<file path="src/rtl/codec_irq_pkg.sv">
package codec_irq_pkg;

    localparam int NUM_SRC  = 5;
    localparam int FLAG_W   = 6;
    localparam int REG_W    = 8;
    localparam int JACK_EVT = 5;
    localparam int JACK_LVL = 6;

    typedef enum logic [1:0] {
        FORM_HI_LEVEL = 2'b00,
        FORM_LO_LEVEL = 2'b01,
        FORM_HI_PULSE = 2'b10,
        FORM_LO_PULSE = 2'b11
    } irq_form_e;

    typedef enum logic [1:0] {
        ST_IDLE,
        ST_LEVEL,
        ST_PULSE,
        ST_HOLD
    } irq_state_e;

endpackage

</file>
<file path="src/rtl/irq_regs.sv">
module irq_regs
    import codec_irq_pkg::*;
#(
    parameter logic [REG_W-1:0] MASK_RST = 8'h3F
) (
    input  logic                 clk,
    input  logic                 rst_n,
    input  logic [NUM_SRC-1:0]   src_pulse,
    input  logic                 jack_lvl,
    input  logic                 flag_wr,
    input  logic                 mask_wr,
    input  logic [REG_W-1:0]     wr_data,
    output logic [REG_W-1:0]     flag_rd,
    output logic [REG_W-1:0]     mask_rd,
    output logic                 pending,
    output irq_form_e            form
);

    logic [FLAG_W-1:0] flags_q;
    logic [FLAG_W-1:0] set_vec;
    logic [FLAG_W-1:0] clr_vec;
    logic [REG_W-1:0]  mask_q;
    logic              jack_q;

    // Source vector: five pulses plus the jack edge
    always_comb begin
        set_vec = '0;
        set_vec[NUM_SRC-1:0] = src_pulse;
        set_vec[JACK_EVT]    = jack_lvl ^ jack_q;
        clr_vec = flag_wr ? wr_data[FLAG_W-1:0] : '0;
    end

    // Set wins over clear in the same cycle
    always_ff @(posedge clk or negedge rst_n) begin
        if (!rst_n) begin
            flags_q <= '0;
            jack_q  <= 1'b0;
            mask_q  <= MASK_RST;
        end else begin
            flags_q <= (flags_q & ~clr_vec) | set_vec;
            jack_q  <= jack_lvl;
            if (mask_wr)
                mask_q <= wr_data;
        end
    end

    always_comb begin
        flag_rd           = '0;
        flag_rd[FLAG_W-1:0] = flags_q;
        flag_rd[JACK_LVL] = jack_q;
        mask_rd           = mask_q;
        pending           = |(flags_q & ~mask_q[FLAG_W-1:0]);
        form              = irq_form_e'(mask_q[REG_W-1:REG_W-2]);
    end

    // without a flag write no set flag may drop
    p_sticky_r4: assert property (@(posedge clk) disable iff (!rst_n)
        !flag_wr |=> ((flags_q & $past(flags_q)) == $past(flags_q)));

    // every pulse lands in its flag on the next edge
    p_event_sets_r2: assert property (@(posedge clk) disable iff (!rst_n)
        (|src_pulse) |=> ((flags_q[NUM_SRC-1:0] & $past(src_pulse)) == $past(src_pulse)));

    // a clear in the same cycle as an event does not win
    p_event_wins_r5: assert property (@(posedge clk) disable iff (!rst_n)
        (flag_wr && (|(wr_data[NUM_SRC-1:0] & src_pulse)))
        |=> (|(flags_q[NUM_SRC-1:0] & $past(src_pulse))));

    // the jack state bit trails the input by one edge
    p_jack_live_r3: assert property (@(posedge clk) disable iff (!rst_n)
        1'b1 |=> (flag_rd[JACK_LVL] == $past(jack_lvl)));

endmodule

</file>
<file path="src/rtl/irq_out_fsm.sv">
module irq_out_fsm
    import codec_irq_pkg::*;
#(
    parameter int PULSE_LEN = 4
) (
    input  logic      clk,
    input  logic      rst_n,
    input  logic      pending,
    input  irq_form_e form,
    output logic      irq
);

    localparam int CNT_W = $clog2(PULSE_LEN + 1);
    localparam logic [CNT_W-1:0] CNT_LAST = CNT_W'(PULSE_LEN - 1);

    irq_state_e       state_q, state_d;
    logic [CNT_W-1:0] cnt_q;
    logic             is_pulse;

    assign is_pulse = form[1];

    always_comb begin
        state_d = state_q;
        unique case (state_q)
            ST_IDLE:  if (pending) state_d = is_pulse ? ST_PULSE : ST_LEVEL;
            ST_LEVEL: if (!pending) state_d = ST_IDLE;
            ST_PULSE: if (cnt_q == CNT_LAST) state_d = ST_HOLD;
            ST_HOLD:  if (!pending) state_d = ST_IDLE;
            default:  state_d = ST_IDLE;
        endcase
    end

    always_ff @(posedge clk or negedge rst_n) begin
        if (!rst_n) begin
            state_q <= ST_IDLE;
            cnt_q   <= '0;
        end else begin
            state_q <= state_d;
            cnt_q   <= (state_q == ST_PULSE) ? cnt_q + 1'b1 : '0;
        end
    end

    // Output: asserted in ST_LEVEL/ST_PULSE, polarity from form bit 0
    always_comb begin
        logic active;
        active = (state_q == ST_LEVEL) || (state_q == ST_PULSE);
        irq    = active ^ form[0];
    end

    // the pulse counter never passes its limit
    p_pulse_bound_r9: assert property (@(posedge clk) disable iff (!rst_n)
        (state_q == ST_PULSE) |-> (cnt_q <= CNT_LAST));

    // after the pulse, no return to idle while still pending
    p_hold_rearm_r9: assert property (@(posedge clk) disable iff (!rst_n)
        (state_q == ST_HOLD && pending) |=> (state_q == ST_HOLD));

    // nothing pending keeps the machine idle
    p_idle_quiet_r6: assert property (@(posedge clk) disable iff (!rst_n)
        (state_q == ST_IDLE && !pending) |=> (state_q == ST_IDLE));

endmodule

</file>
<file path="src/rtl/codec_irq_unit.sv">
module codec_irq_unit
    import codec_irq_pkg::*;
#(
    parameter int PULSE_LEN = 4
) (
    input  logic               clk,
    input  logic               rst_n,
    input  logic [NUM_SRC-1:0] src_pulse,
    input  logic               jack_lvl,
    input  logic               flag_wr,
    input  logic               mask_wr,
    input  logic [REG_W-1:0]   wr_data,
    output logic [REG_W-1:0]   flag_rd,
    output logic [REG_W-1:0]   mask_rd,
    output logic               irq
);

    logic      pending;
    irq_form_e form;

    irq_regs u_regs (
        .clk       (clk),
        .rst_n     (rst_n),
        .src_pulse (src_pulse),
        .jack_lvl  (jack_lvl),
        .flag_wr   (flag_wr),
        .mask_wr   (mask_wr),
        .wr_data   (wr_data),
        .flag_rd   (flag_rd),
        .mask_rd   (mask_rd),
        .pending   (pending),
        .form      (form)
    );

    irq_out_fsm #(.PULSE_LEN(PULSE_LEN)) u_fsm (
        .clk     (clk),
        .rst_n   (rst_n),
        .pending (pending),
        .form    (form),
        .irq     (irq)
    );

    // in the high level form, a pending source shows on the line one edge later
    p_level_follow_r7: assert property (@(posedge clk) disable iff (!rst_n)
        (mask_rd[7:6] == 2'b00 && pending && !mask_wr) |=> irq);

endmodule

</file>
<file path="config.mk">
export PLATFORM = sky130hd
export DESIGN_NAME = codec_irq_unit
export DESIGN_NICKNAME = d
export VERILOG_FILES = /design/src/rtl/codec_irq_pkg.sv /design/src/rtl/irq_regs.sv /design/src/rtl/irq_out_fsm.sv /design/src/rtl/codec_irq_unit.sv
export SDC_FILE = /design/constraint.sdc
export NUM_CORES = 1
export LEC_CHECK = 0
export ABC_CLOCK_PERIOD_IN_PS = 1500
export BUFFER_PORTS_ARGS = -buffer_cell sky130_fd_sc_hd__buf_4
export CAP_MARGIN = 20
export CORE_ASPECT_RATIO = 2
export CORE_MARGIN = 4
export CORE_UTILIZATION = 25
export DETAILED_ROUTE_END_ITERATION = 10
export MAX_ROUTING_LAYER = met4
export SYNTH_ARGS = -nofsm -noshare
export SYNTH_HDL_FRONTEND = slang
export SYNTH_HIERARCHICAL = 1
export SYNTH_SLANG_ARGS = --single-unit
</file>
<file path="constraint.sdc">
create_clock -name clk -period 1.5 [get_ports clk]
set_input_delay 0 -clock clk [delete_from_list [all_inputs] [get_ports clk]]
set_output_delay 0 -clock clk [all_outputs]
set_load 0.01 [all_outputs]
</file>
* Yosys cells after proc, flatten, opt, wreduce, memory -nomap -nowiden
Index checks and enable logic that the tools add are counted.
Storage, ports and cells: word-level logic and storage cells 32, bits in registers 20, input port bits 18
Cells by class: reductions and logical operators 5, add/sub/neg operators 1, bitwise logic cells 7, equality and inequality tests 7, mux-type cells 7
Operators by type and width (number):
- 6-bit bitwise AND | 2
- 6-bit inverter | 2
- 2-bit two-way mux | 4
- 6-bit two-way mux | 1
- 6-bit bitwise OR | 1
- 2-bit case mux with 3 select lines | 1
- 6-bit OR reduction | 1
- 2-bit equality test, second input constant | 2
- 2-bit by 1-bit inequality test with 1-bit output, second input constant | 2
- 3-bit by 1-bit adder with 3-bit output, second input constant | 1
- 3-bit by 2-bit equality test with 1-bit output, second input constant | 1
- 3-bit two-way mux | 1
- 3-bit AND reduction | 1
- 2-bit by 1-bit equality test with 1-bit output, second input constant | 1
- 2-bit zero test | 1
- 2-bit inequality test, second input constant | 1
- 2-bit OR reduction | 1
- 1-bit bitwise XOR | 2
- 1-bit logical OR | 1

* Logic depth before layout (Yosys ltp)
Gate-level depths: netlist of run 1.
word-level depth 5, mapped depth 6

* Cells and area by module
Netlist of run 1, hierarchy kept.
Modules (own cells, without submodules):
- irq_regs | area an instance 636.9 sq um, cells each 53, times used 1
- irq_out_fsm | area an instance 301.5 sq um, cells each 27, times used 1

* Worst setup path before layout of run 1
Ideal clock, no wire load.
path type register -> register, from reg u_regs.mask_q[1] (netlist: u_regs/mask_rd[1]), to reg u_fsm.state_q[0], setup time 0.129 ns, period minus slack after synthesis 1.500 ns, data arrival time 1.371 ns, cell stages (with the launch flop) 6, required time 1.371 ns, buffers on the path 0, path slack 0.000 ns, cell sequence dfstp_2 > o22ai_1 > or3_1 > o21ai_0 > o221ai_2 > mux2i_1
Between the ends: word-level cells in the longest chain between the ends 5, elaborated cells on any way between the ends 6, those cells by class eq/ne (2); bitwise (2); reduce/logical (2)
Ends and longest elaborated chain:
- start: declaration | RTL line irq_regs.sv:22 | logic [REG_W-1:0] mask_q;
- start signal: assignment | RTL line irq_regs.sv:43 | mask_q <= wr_data;
- 6-bit inverter * | RTL line irq_regs.sv:52 | pending = |(flags_q & ~mask_q[FLAG_W-1:0]);
- 6-bit bitwise AND * | RTL line irq_regs.sv:52
- 6-bit OR reduction * | RTL line irq_regs.sv:52
- via pending | RTL line codec_irq_unit.sv:18 | logic pending;
- 2-bit by 1-bit inequality test with 1-bit output (no source line) or 2-bit inequality test (tied branches)
- 3-bit AND reduction (no source line) *
- end signal: assignment | RTL line irq_out_fsm.sv:38 | state_q <= state_d;
- end: declaration | RTL line irq_out_fsm.sv:16 | irq_state_e state_q, state_d;
The timed path passes the listed nets; every way through them passes the cells marked *. A chain may end at the register's enable or synchronous reset.

* Final worst setup path of run 1
from reg u_regs.mask_q[2] (netlist: u_regs/mask_rd[2]), to reg u_fsm.state_q[1]
Same word-level chain as after synthesis.

==> flow_metrics.env, run 1 <==
export IMPL_period_share_pct=100.2
export IMPL_cp_top_family="flip-flops"
export IMPL_setup_slack_ns=-0.003676
export IMPL_swShare_pct=28.36
export IMPL_wire_per_inst_um=12.03
export IMPL_syn_inst=80
export IMPL_grt_ovfl_total=0
export IMPL_syn_area_um2=938.4
export IMPL_worstHoldEndpoint="u_regs/flags_q[2]"
export IMPL_firstDrtPassIters=2
export IMPL_synth_cell_types=21
export IMPL_pwr_share_clk_pct=28.6
export IMPL_n_antenna_cell=0
export IMPL_place_port_buffers=33
export IMPL_die_y_um=94.65
export IMPL_synth_edff_count=0
export IMPL_worst_ir_drop_vdd_mv=0.8829
export IMPL_path_clk_slew_ns=0.08
export IMPL_htreeDepth=1
export IMPL_syn_nets=104
export IMPL_first_global_vias=855
export IMPL_postSynthAreaPerCell_um2=11.73
export IMPL_setup_violations=1
export IMPL_r2r_slack_ns=-0.004
export IMPL_grt_pass1_wl_um=3753
export IMPL_reg2reg_to="u_fsm/state_q[1]"
export IMPL_cp_max_fo=2
export IMPL_start_util_pct=26.01
export IMPL_antenna_found_initial=0
export IMPL_hold_start="flag_wr"
export IMPL_violations="negative setup slack"
export IMPL_synthAdderAreaFrac_pct=8.000
export IMPL_hold_violations=0
export IMPL_drv_slew=0
export IMPL_leakage_nw=0.7392
export IMPL_async_flop_share_pct=100.0
export IMPL_cp_end_kind="flip-flop"
export IMPL_core_um2=3607
export IMPL_clk_latency_ns=0.26
export IMPL_hold_depth=3
export IMPL_drc=0
export IMPL_dp_final_hpwl_um=1690
export IMPL_grt_max_degree=21
export IMPL_cp_arrival_ns=1.68
export IMPL_reg2reg_from="u_regs/mask_rd[2]"
export IMPL_synth_compound_area_share_pct=8.800
export IMPL_rsz0062_at_grt="yes"
export IMPL_placed_area_um2=1250
export IMPL_setup_tns_ns=-0.003676
export IMPL_ios=35
export IMPL_yosys_cell_count_top_type="dfrtp_1"
export IMPL_synthTopCellsByCount="dfrtp_1, inv_1, nand2_1, mux2_2"
export IMPL_numCtsBuffers=3
export IMPL_crit_slowest_cell="dfstp_2"
export IMPL_yosys_warnings=6
export IMPL_seq_power_share_pct=37.0
export IMPL_drt_wl_total_um=2178
export IMPL_path_cells="o22ai_2 -> or3_4 -> o221ai_4 -> mux2i_1"
export IMPL_die_w_um=51.32
export IMPL_internal_power_mw=1.332
export IMPL_skew_ns=0.006880
export IMPL_viasPerCell=4.116
export IMPL_synth_seq_cells=20
export IMPL_critPathMaxStageDelay_ns=0.54
export IMPL_cts_tree="yes"
export IMPL_fin_area_um2=1498
export IMPL_drive_gt1_share_pct=47.73
export IMPL_synth_area_top_cells="dfrtp_1, dfstp_2, mux2_2, ha_1, inv_1"
export IMPL_synth_area_mux_share_pct=12.80
export IMPL_met2_length_um=1289
export IMPL_dr_wl_met3_um=68
export IMPL_cp_data_required_time_ns=1.68
export IMPL_ys_seq_area_share_pct=54.13
export IMPL_nNetsFinal=157
export IMPL_period_minus_slack_ns=1.504
export IMPL_cp_num_buf_inv=0
export IMPL_switchingPower_mw=0.5271
export IMPL_ant_nets=0
export IMPL_yosysTopAreaCell="dfrtp_1"
export IMPL_track_usage_pct=10.89
export IMPL_synthSimpleGateAreaFrac_pct=5.867
export IMPL_p_per_area_nw_per_um2=1241
export IMPL_maxCapViolCount=0
export IMPL_area_growth_pct=59.60
export IMPL_cts_sinks=20
export IMPL_gp_congestion=0.7050
export IMPL_wl_met1_um=774
export IMPL_die_area_um2=4857
export IMPL_floorplan_rows=31
export IMPL_cts_buffer_depth=2
export IMPL_comb_power_share_pct=34.4
export IMPL_fmax_mhz=665.0
export IMPL_vias=745
export IMPL_worst_setup_path_type="reg2reg"
export IMPL_synth_top_area_share_pct=37.33
export IMPL_synthXorXnorAreaFrac_pct=1.867
export IMPL_ys_flop_type="dfrtp_1"
export IMPL_synth_top_family_by_area="multiplexers"
export IMPL_highest_layer="met4"
export IMPL_dr_first_iter_drc_count=2
export IMPL_reg2reg_depth=4
export IMPL_status="complete, but fails checks"
export IMPL_cts_root_buf="clkbuf_8"
export IMPL_min_delay_path_class="in2reg"
export IMPL_critPathLaunchType="flip-flop"
-- metal layers --
metal  global-route usage (%)  up-vias
met4                    5.252        0
met5                        -        -
li1                         -      358
met1                    9.880      364
met2                    20.80       19
met3                    2.054        4
-- cell usage in the layout, fill, tap and decap left out --
cell type	Yosys	routed
buf_4	4	38
dlygate4sd3_1	0	15
dfrtp_1	14	14
inv_1	10	10
nand2_1	9	9
mux2_2	8	8
ha_1	6	6
dfstp_2	6	6
a21o_1	4	4
clkbuf_8	0	3
mux2i_1	3	3
nor2_1	2	2
o22ai_1	3	2
bufinv_16	0	1
xor2_1	1	1
and2_2	1	1
inv_2	1	1
o21ai_0	2	1
o21ai_2	0	1
o221ai_4	0	1
a21o_2	1	1
o22ai_2	0	1
or3_4	0	1
xnor2_1	1	1
conb_1	1	1
-- what timing repair did --
item                                    CTS  global route
resized for setup                         4             1
endpoints found under the hold margin    35             0
buffers inserted                          0             0
hold buffers                             15             0
pin swaps                                 2             0
endpoints found under the setup margin    2             2
-- how the worst max path moves through the flow --
| stage | cells past startpoint | startpoint | slack (ns) | end |
|---|---|---|---|---|
| final | 4 | u_regs/mask_rd[2] | -0.004 | u_fsm/state_q[1] |
| after global routing | 4 | u_regs/mask_rd[5] | -0.08 | u_fsm/state_q[1] |
| after CTS | 4 | u_regs/mask_rd[2] | -0.009 | u_fsm/state_q[1] |
| after detailed placement | 4 | u_regs/mask_rd[0] | -0.05 | u_fsm/state_q[1] |
| after global placement | 5 | u_regs/mask_rd[1] | 0.0005 | u_fsm/state_q[1] |
| after floorplan | 5 | u_regs/mask_rd[1] | 0.00001 | u_fsm/state_q[0] |
-- state kept, by name (all words and copies together), names as in the netlist --
name / cells
u_fsm/state_q: 2
u_regs/mask_rd: 8
u_regs/flags_q: 6
u_regs/jack_q: 1
u_fsm/cnt_q: 3
-- worst reg2reg max path, delay by kind of cell, from the launching register on --
family	cells	cell delay, ns
DFF	1	0.54
and+or+nand+nor	1	0.41
AOI/OAI and AO/OA	2	0.24
muxes	1	0.23
-- power groups by stage --
stage                     sequential, mW  combinational [mW]  clock [mW]
after floorplan                    0.700               0.329           0
after detailed placement           0.697               0.553           0
final                              0.688               0.639       0.532
after CTS                          0.688               0.644       0.548
after global placement             0.691               0.532           0
after global routing               0.699               0.705       0.581
-- cell families (layout without fill, tap and decap cells) --
| kind of cell | after synthesis | in the layout |
|---|---|---|
| DFF | 20 | 20 |
| buffers and inverters | 16 | 68 |
| adders and majority gates | 6 | 6 |
| xor gates and xnor gates | 2 | 2 |
| AOI/OAI and AO/OA | 11 | 11 |
| other | 1 | 1 |
| and+or+nand+nor | 13 | 13 |
| muxes | 11 | 11 |
-- per-stage QoR --
step / hold slack (ns) / std cells / setup WS, ns / total power, mW / utilization, %
3_5_place_dp: -0.1087 / 162 / -0.05056 / 1.251 / 34.65
3_3_place_gp: -0.1124 / 162 / 0.0004632 / 1.223 / 34.65
4_1_cts: 0.04144 / 181 / -0.008705 / 1.881 / 41.35
6_report: 0.05813 / 181 / -0.003676 / 1.859 / 41.52
5_1_grt: 0.07059 / 181 / -0.08104 / 1.985 / 41.52
2_1_floorplan: -0.2956 / 80 / 0.00001199 / 1.029 / -
-- cell type report --
class	instances	area (um2)
fillers	342	2110
flip-flops and latches	20	508.0
repair buffers	53	435.4
multi-input cells	44	380.4
well taps	49	61.31
clock buffers	3	41.29
inverters	11	41.29
clock inverters	1	30.03
Note: power is estimated with default switching activity, not from simulation.
==> run 2, diff against run 1 <==
--- a/config.mk
+++ b/config.mk
@@ -9,10 +9,11 @@
 export BUFFER_PORTS_ARGS = -buffer_cell sky130_fd_sc_hd__buf_4
 export CAP_MARGIN = 20
 export CORE_ASPECT_RATIO = 2
-export CORE_MARGIN = 4
+export CORE_MARGIN = 2
 export CORE_UTILIZATION = 25
 export DETAILED_ROUTE_END_ITERATION = 10
 export MAX_ROUTING_LAYER = met4
+export PLACE_DENSITY = 0.48
 export SYNTH_ARGS = -nofsm -noshare
 export SYNTH_HDL_FRONTEND = slang
 export SYNTH_HIERARCHICAL = 1
==> flow_metrics.env, run 2 (synthesized netlist as in run 1, its figures left out) <==
export IMPL_start_util_pct=26.01
export IMPL_final_cells=183
export IMPL_setup_violations=1
export IMPL_drive_gt1_share_pct=48.51
export IMPL_fillers=355
export IMPL_core_um2=3607
export IMPL_dp_final_hpwl_um=1773
export IMPL_track_usage_pct=13.14
export IMPL_cts_tree="yes"
export IMPL_hold_violations=0
export IMPL_hold_start="flag_wr"
export IMPL_grt_ovfl_total=0
export IMPL_leakage_nw=0.7419
export IMPL_dp_cells=162
export IMPL_cts_buffer_depth=2
export IMPL_status="complete, but fails checks"
export IMPL_die_w_um=47.32
export IMPL_first_global_vias=862
export IMPL_p_per_area_nw_per_um2=1169
export IMPL_drt_wl_total_um=2269
export IMPL_min_delay_path_class="in2reg"
export IMPL_ant_nets=0
export IMPL_layout_common_cells="buf_4, dlygate4sd3_1, dfrtp_1"
export IMPL_place_port_buffers=33
export IMPL_setup_worst_path_start="u_regs/mask_rd[3]"
export IMPL_numCtsBuffers=3
export IMPL_worst_setup_path_type="reg2reg"
export IMPL_nNetsFinal=159
export IMPL_setup_slack_ns=-0.003265
export IMPL_path_clk_slew_ns=0.07
export IMPL_r2r_slack_ns=-0.003
export IMPL_gp_congestion=0.7053
export IMPL_setup_tns_ns=-0.003265
export IMPL_worst_ir_drop_vdd_mv=0.7288
export IMPL_wire_per_inst_um=12.40
export IMPL_cts_root_buf="clkbuf_8"
export IMPL_vias=764
export IMPL_violations="negative setup slack"
export IMPL_antenna_found_initial=0
export IMPL_viasPerCell=4.175
export IMPL_cts_sinks=20
export IMPL_reg2reg_depth=5
export IMPL_cp_max_fo=2
export IMPL_critPathLaunchType="flip-flop"
export IMPL_largest_register_ffs=8
export IMPL_final_common_cell="buf_4"
export IMPL_p_total_mw=1.749
export IMPL_worstHoldEndpoint="u_regs/flags_q[5]"
export IMPL_cp_arrival_ns=1.65
export IMPL_fmax_mhz=665.2
export IMPL_drv_slew=0
export IMPL_hold_depth=4
export IMPL_grt_pass1_wl_um=3884
export IMPL_cp_end_kind="flip-flop"
export IMPL_hold_ws_ns=0.04949
export IMPL_rsz0062_at_grt="yes"
export IMPL_maxCapViolCount=0
export IMPL_area_growth_pct=59.47
export IMPL_firstDrtPassIters=4
export IMPL_grt_max_degree=21
export IMPL_reg2reg_from="u_regs/mask_rd[3]"
export IMPL_preCtsSetupSlack_ns=-0.01518
export IMPL_drc=0
export IMPL_period_minus_slack_ns=1.503
export IMPL_dr_first_iter_drc_count=4
export IMPL_die_y_um=90.65
export IMPL_skew_ns=0.002035
export IMPL_clk_latency_ns=0.26
export IMPL_n_antenna_cell=0
export IMPL_htreeDepth=1
export IMPL_reg2reg_to="u_fsm/state_q[1]"
export IMPL_cp_data_required_time_ns=1.64
export IMPL_floorplan_rows=31
export IMPL_period_share_pct=100.2
export IMPL_die_area_um2=4289
export IMPL_ios=35
## run 2: cell types whose count changed in the layout (fill, tap and decap cells not counted)
| cell | before | now |
|---|---|---|
| buf_4 | 38 | 40 |
| bufinv_16 | 1 | 0 |
| clkbuf_8 | 3 | 4 |
## run 2: worst max path at each step
stage | end | slack (ns) | depth (start not counted)
floorplan | u_fsm/state_q[0] | 0.00001 | 5
global placement | u_fsm/state_q[0] | 0.01 | 5
detailed placement | u_fsm/state_q[1] | -0.02 | 4
CTS | u_fsm/state_q[1] | 0.004 | 5
global route | u_fsm/state_q[1] | -0.09 | 4
finish | u_fsm/state_q[1] | -0.003 | 5
## run 2: metal layers
metal | wire length [um] | global-route usage, % | part of all wire [%] | vias to the layer above
li1 | - | - | - | 363
met1 | 682 | 12.02 | 30 | 374
met2 | 1443 | 23.42 | 64 | 23
met3 | 97 | 2.600 | 4.3 | 4
met4 | 44 | 6.250 | 1.9 | 0
met5 | 0 | - | 0 | -
## run 2: cell type report
type	instances	area, um2	area share (%)
Clock buffer	4	55.05	3.679
Inverter	11	41.29	2.759
Multi-Input combinational cell	44	380.4	25.42
Sequential cell	20	508.0	33.95
Tap cell	49	61.31	4.097
Timing Repair Buffer	55	450.4	30.10
## run 2: power breakdown
group | internal [mW] | total, mW | switching [mW]
Sequential | 0.630 | 0.686 | 0.0557
Combinational | 0.352 | 0.650 | 0.299
Clock | 0.234 | 0.413 | 0.179
Total | 1.22 | 1.75 | 0.534
## run 2: stage by stage
stage | utilization (%) | cell area (um2)
floorplan | - | 938.4
global placement | 34.65 | 1250
detailed placement | 34.65 | 1250
CTS | 41.48 | 1496
global route | 41.48 | 1496
finish | 41.48 | 1496
## run 2: repair_timing
action / in CTS / in global routing
hold endpoints to repair: 35 / 0
setup buffers: 2 / 0
gates cloned: 0 / 0
endpoints found under the setup margin: 2 / 2
pin swaps: 2 / 0
hold buffers: 15 / 0
gates resized for setup: 5 / 0
## run 2: worst max-delay path, cell delays in order (launching register included)
cell and delay (ns):
dfstp_2 0.55, o22ai_2 0.07, or3_4 0.41, o21ai_2 0.09
o221ai_4 0.13, mux2i_1 0.14
==> run 3, diff against run 2 <==
--- a/config.mk
+++ b/config.mk
@@ -8,12 +8,14 @@
 export ABC_CLOCK_PERIOD_IN_PS = 1500
 export BUFFER_PORTS_ARGS = -buffer_cell sky130_fd_sc_hd__buf_4
 export CAP_MARGIN = 20
+export CELL_PAD_IN_SITES_DETAIL_PLACEMENT = 2
+export CELL_PAD_IN_SITES_GLOBAL_PLACEMENT = 2
 export CORE_ASPECT_RATIO = 2
 export CORE_MARGIN = 2
 export CORE_UTILIZATION = 25
 export DETAILED_ROUTE_END_ITERATION = 10
 export MAX_ROUTING_LAYER = met4
-export PLACE_DENSITY = 0.48
+export PLACE_DENSITY = 0.7
 export SYNTH_ARGS = -nofsm -noshare
 export SYNTH_HDL_FRONTEND = slang
 export SYNTH_HIERARCHICAL = 1
==> flow_metrics.env, run 3 (synthesized netlist as in run 1, its figures left out) <==
export IMPL_status="complete, but fails checks"
export IMPL_violations="negative setup slack"
export IMPL_drc=0
export IMPL_final_common_cell="buf_4"
export IMPL_die_w_um=47.32
export IMPL_period_share_pct=101.0
export IMPL_nNetsFinal=160
export IMPL_wire_per_inst_um=15.76
export IMPL_grt_max_degree=21
export IMPL_cp_arrival_ns=1.70
export IMPL_clk_latency_ns=0.26
export IMPL_n_antenna_cell=0
export IMPL_critPathLaunchType="flip-flop"
export IMPL_area_growth_pct=59.33
export IMPL_setup_worst_path_start="u_regs/mask_rd[2]"
export IMPL_r2r_slack_ns=-0.02
export IMPL_cts_tree="yes"
export IMPL_floorplan_rows=31
export IMPL_core_um2=3607
export IMPL_rsz0062_at_grt="yes"
export IMPL_start_util_pct=26.01
export IMPL_preCtsSetupSlack_ns=-0.02897
export IMPL_dp_final_hpwl_um=2046
export IMPL_hold_start="wr_data[1]"
export IMPL_cts_buffer_depth=2
export IMPL_fillers=384
export IMPL_viasPerCell=4.299
export IMPL_cts_root_buf="clkbuf_8"
export IMPL_maxCapViolCount=0
export IMPL_cp_data_required_time_ns=1.68
export IMPL_min_delay_path_class="in2reg"
export IMPL_skew_ns=0.001277
export IMPL_drt_wl_total_um=2899
export IMPL_drive_gt1_share_pct=48.89
export IMPL_firstDrtPassIters=4
export IMPL_setup_tns_ns=-0.01758
export IMPL_dr_first_iter_drc_count=3
export IMPL_ios=35
export IMPL_setup_violations=2
export IMPL_path_clk_slew_ns=0.08
export IMPL_grt_ovfl_total=0
export IMPL_reg2reg_from="u_regs/mask_rd[2]"
export IMPL_worst_setup_path_type="reg2reg"
export IMPL_grt_pass1_wl_um=4871
export IMPL_ant_nets=0
export IMPL_hold_violations=0
export IMPL_first_global_vias=1012
export IMPL_drv_slew=0
export IMPL_numCtsBuffers=3
export IMPL_htreeDepth=1
export IMPL_gp_congestion=0.7115
export IMPL_worst_ir_drop_vdd_mv=0.6516
export IMPL_cp_end_kind="flip-flop"
export IMPL_cp_max_fo=2
export IMPL_track_usage_pct=16.44
export IMPL_p_per_area_nw_per_um2=1208
export IMPL_period_minus_slack_ns=1.515
export IMPL_place_port_buffers=33
export IMPL_setup_slack_ns=-0.01507
export IMPL_leakage_nw=0.7427
export IMPL_cts_sinks=20
export IMPL_die_y_um=90.65
export IMPL_largest_register_ffs=8
export IMPL_layout_common_cells="buf_4, dlygate4sd3_1, dfrtp_1"
export IMPL_vias=791
export IMPL_antenna_found_initial=0
export IMPL_die_area_um2=4289
export IMPL_fmax_mhz=660.0
==> run 3: final timing paths <==
kind                                      to  cells past startpoint
setup / recovery            u_fsm/state_q[1]                      4
hold / removal             u_regs/mask_rd[1]                      2
setup reg to reg            u_fsm/state_q[1]                      4
hold reg to reg               u_fsm/cnt_q[0]                      1
max in group asynchronous  u_regs/mask_rd[4]                      2
min in group asynchronous      u_regs/jack_q                      2
==> run 3: cell type report <==
cell class                 count  area (um2)  share of cell area [%]
timing repair buffer          56       455.4                   30.46
clock buffer                   4       55.05                   3.682
sequential                    20       508.0                   33.97
inverter                      11       41.29                   2.762
tap                           49       61.31                   4.100
multi-input combinational     44       374.1                   25.02
==> run 3: timing repair <==
item / 4_1_cts / 5_1_grt
hold buffers: 14 / 0
buffers inserted: 2 / 2
setup endpoints to repair: 2 / 2
pin swaps: 2 / 1
gates resized for setup: 1 / 3
hold endpoints to repair: 34 / 0
==> run 3: report_power, final <==
group | internal (mW) | switching [mW]
Clock | 0.234 | 0.187
Combinational | 0.359 | 0.334
Sequential | 0.630 | 0.0624
==> run 3: per-layer routing <==
layer | part of all wire [%] | GRT usage [%]
met5 | 0 | -
met4 | 1.6 | 5.556
met3 | 1.9 | 1.200
met2 | 65 | 29.95
met1 | 32 | 16.86
==> run 3: critical path, stage by stage (launching register included) <==
cell	delay, ns
dfstp_2	0.54
o22ai_1	0.08
or3_4	0.40
o221ai_4	0.19
mux2i_1	0.22
==> run 3: per-stage QoR <==
| step | area (um2) | utilization, % | power (mW) | instances | hold WS [ns] |
|---|---|---|---|---|---|
| 2_1_floorplan | 938.4 | - | 1.029 | 80 | -0.2956 |
| 3_3_place_gp | 1250 | 34.65 | 1.254 | 162 | -0.1097 |
| 3_5_place_dp | 1250 | 34.65 | 1.290 | 162 | -0.1036 |
| 4_1_cts | 1460 | 40.48 | 1.766 | 182 | 0.008717 |
| 5_1_grt | 1495 | 41.45 | 1.916 | 184 | 0.02282 |
| 6_report | 1495 | 41.45 | 1.806 | 184 | 0.02301 |
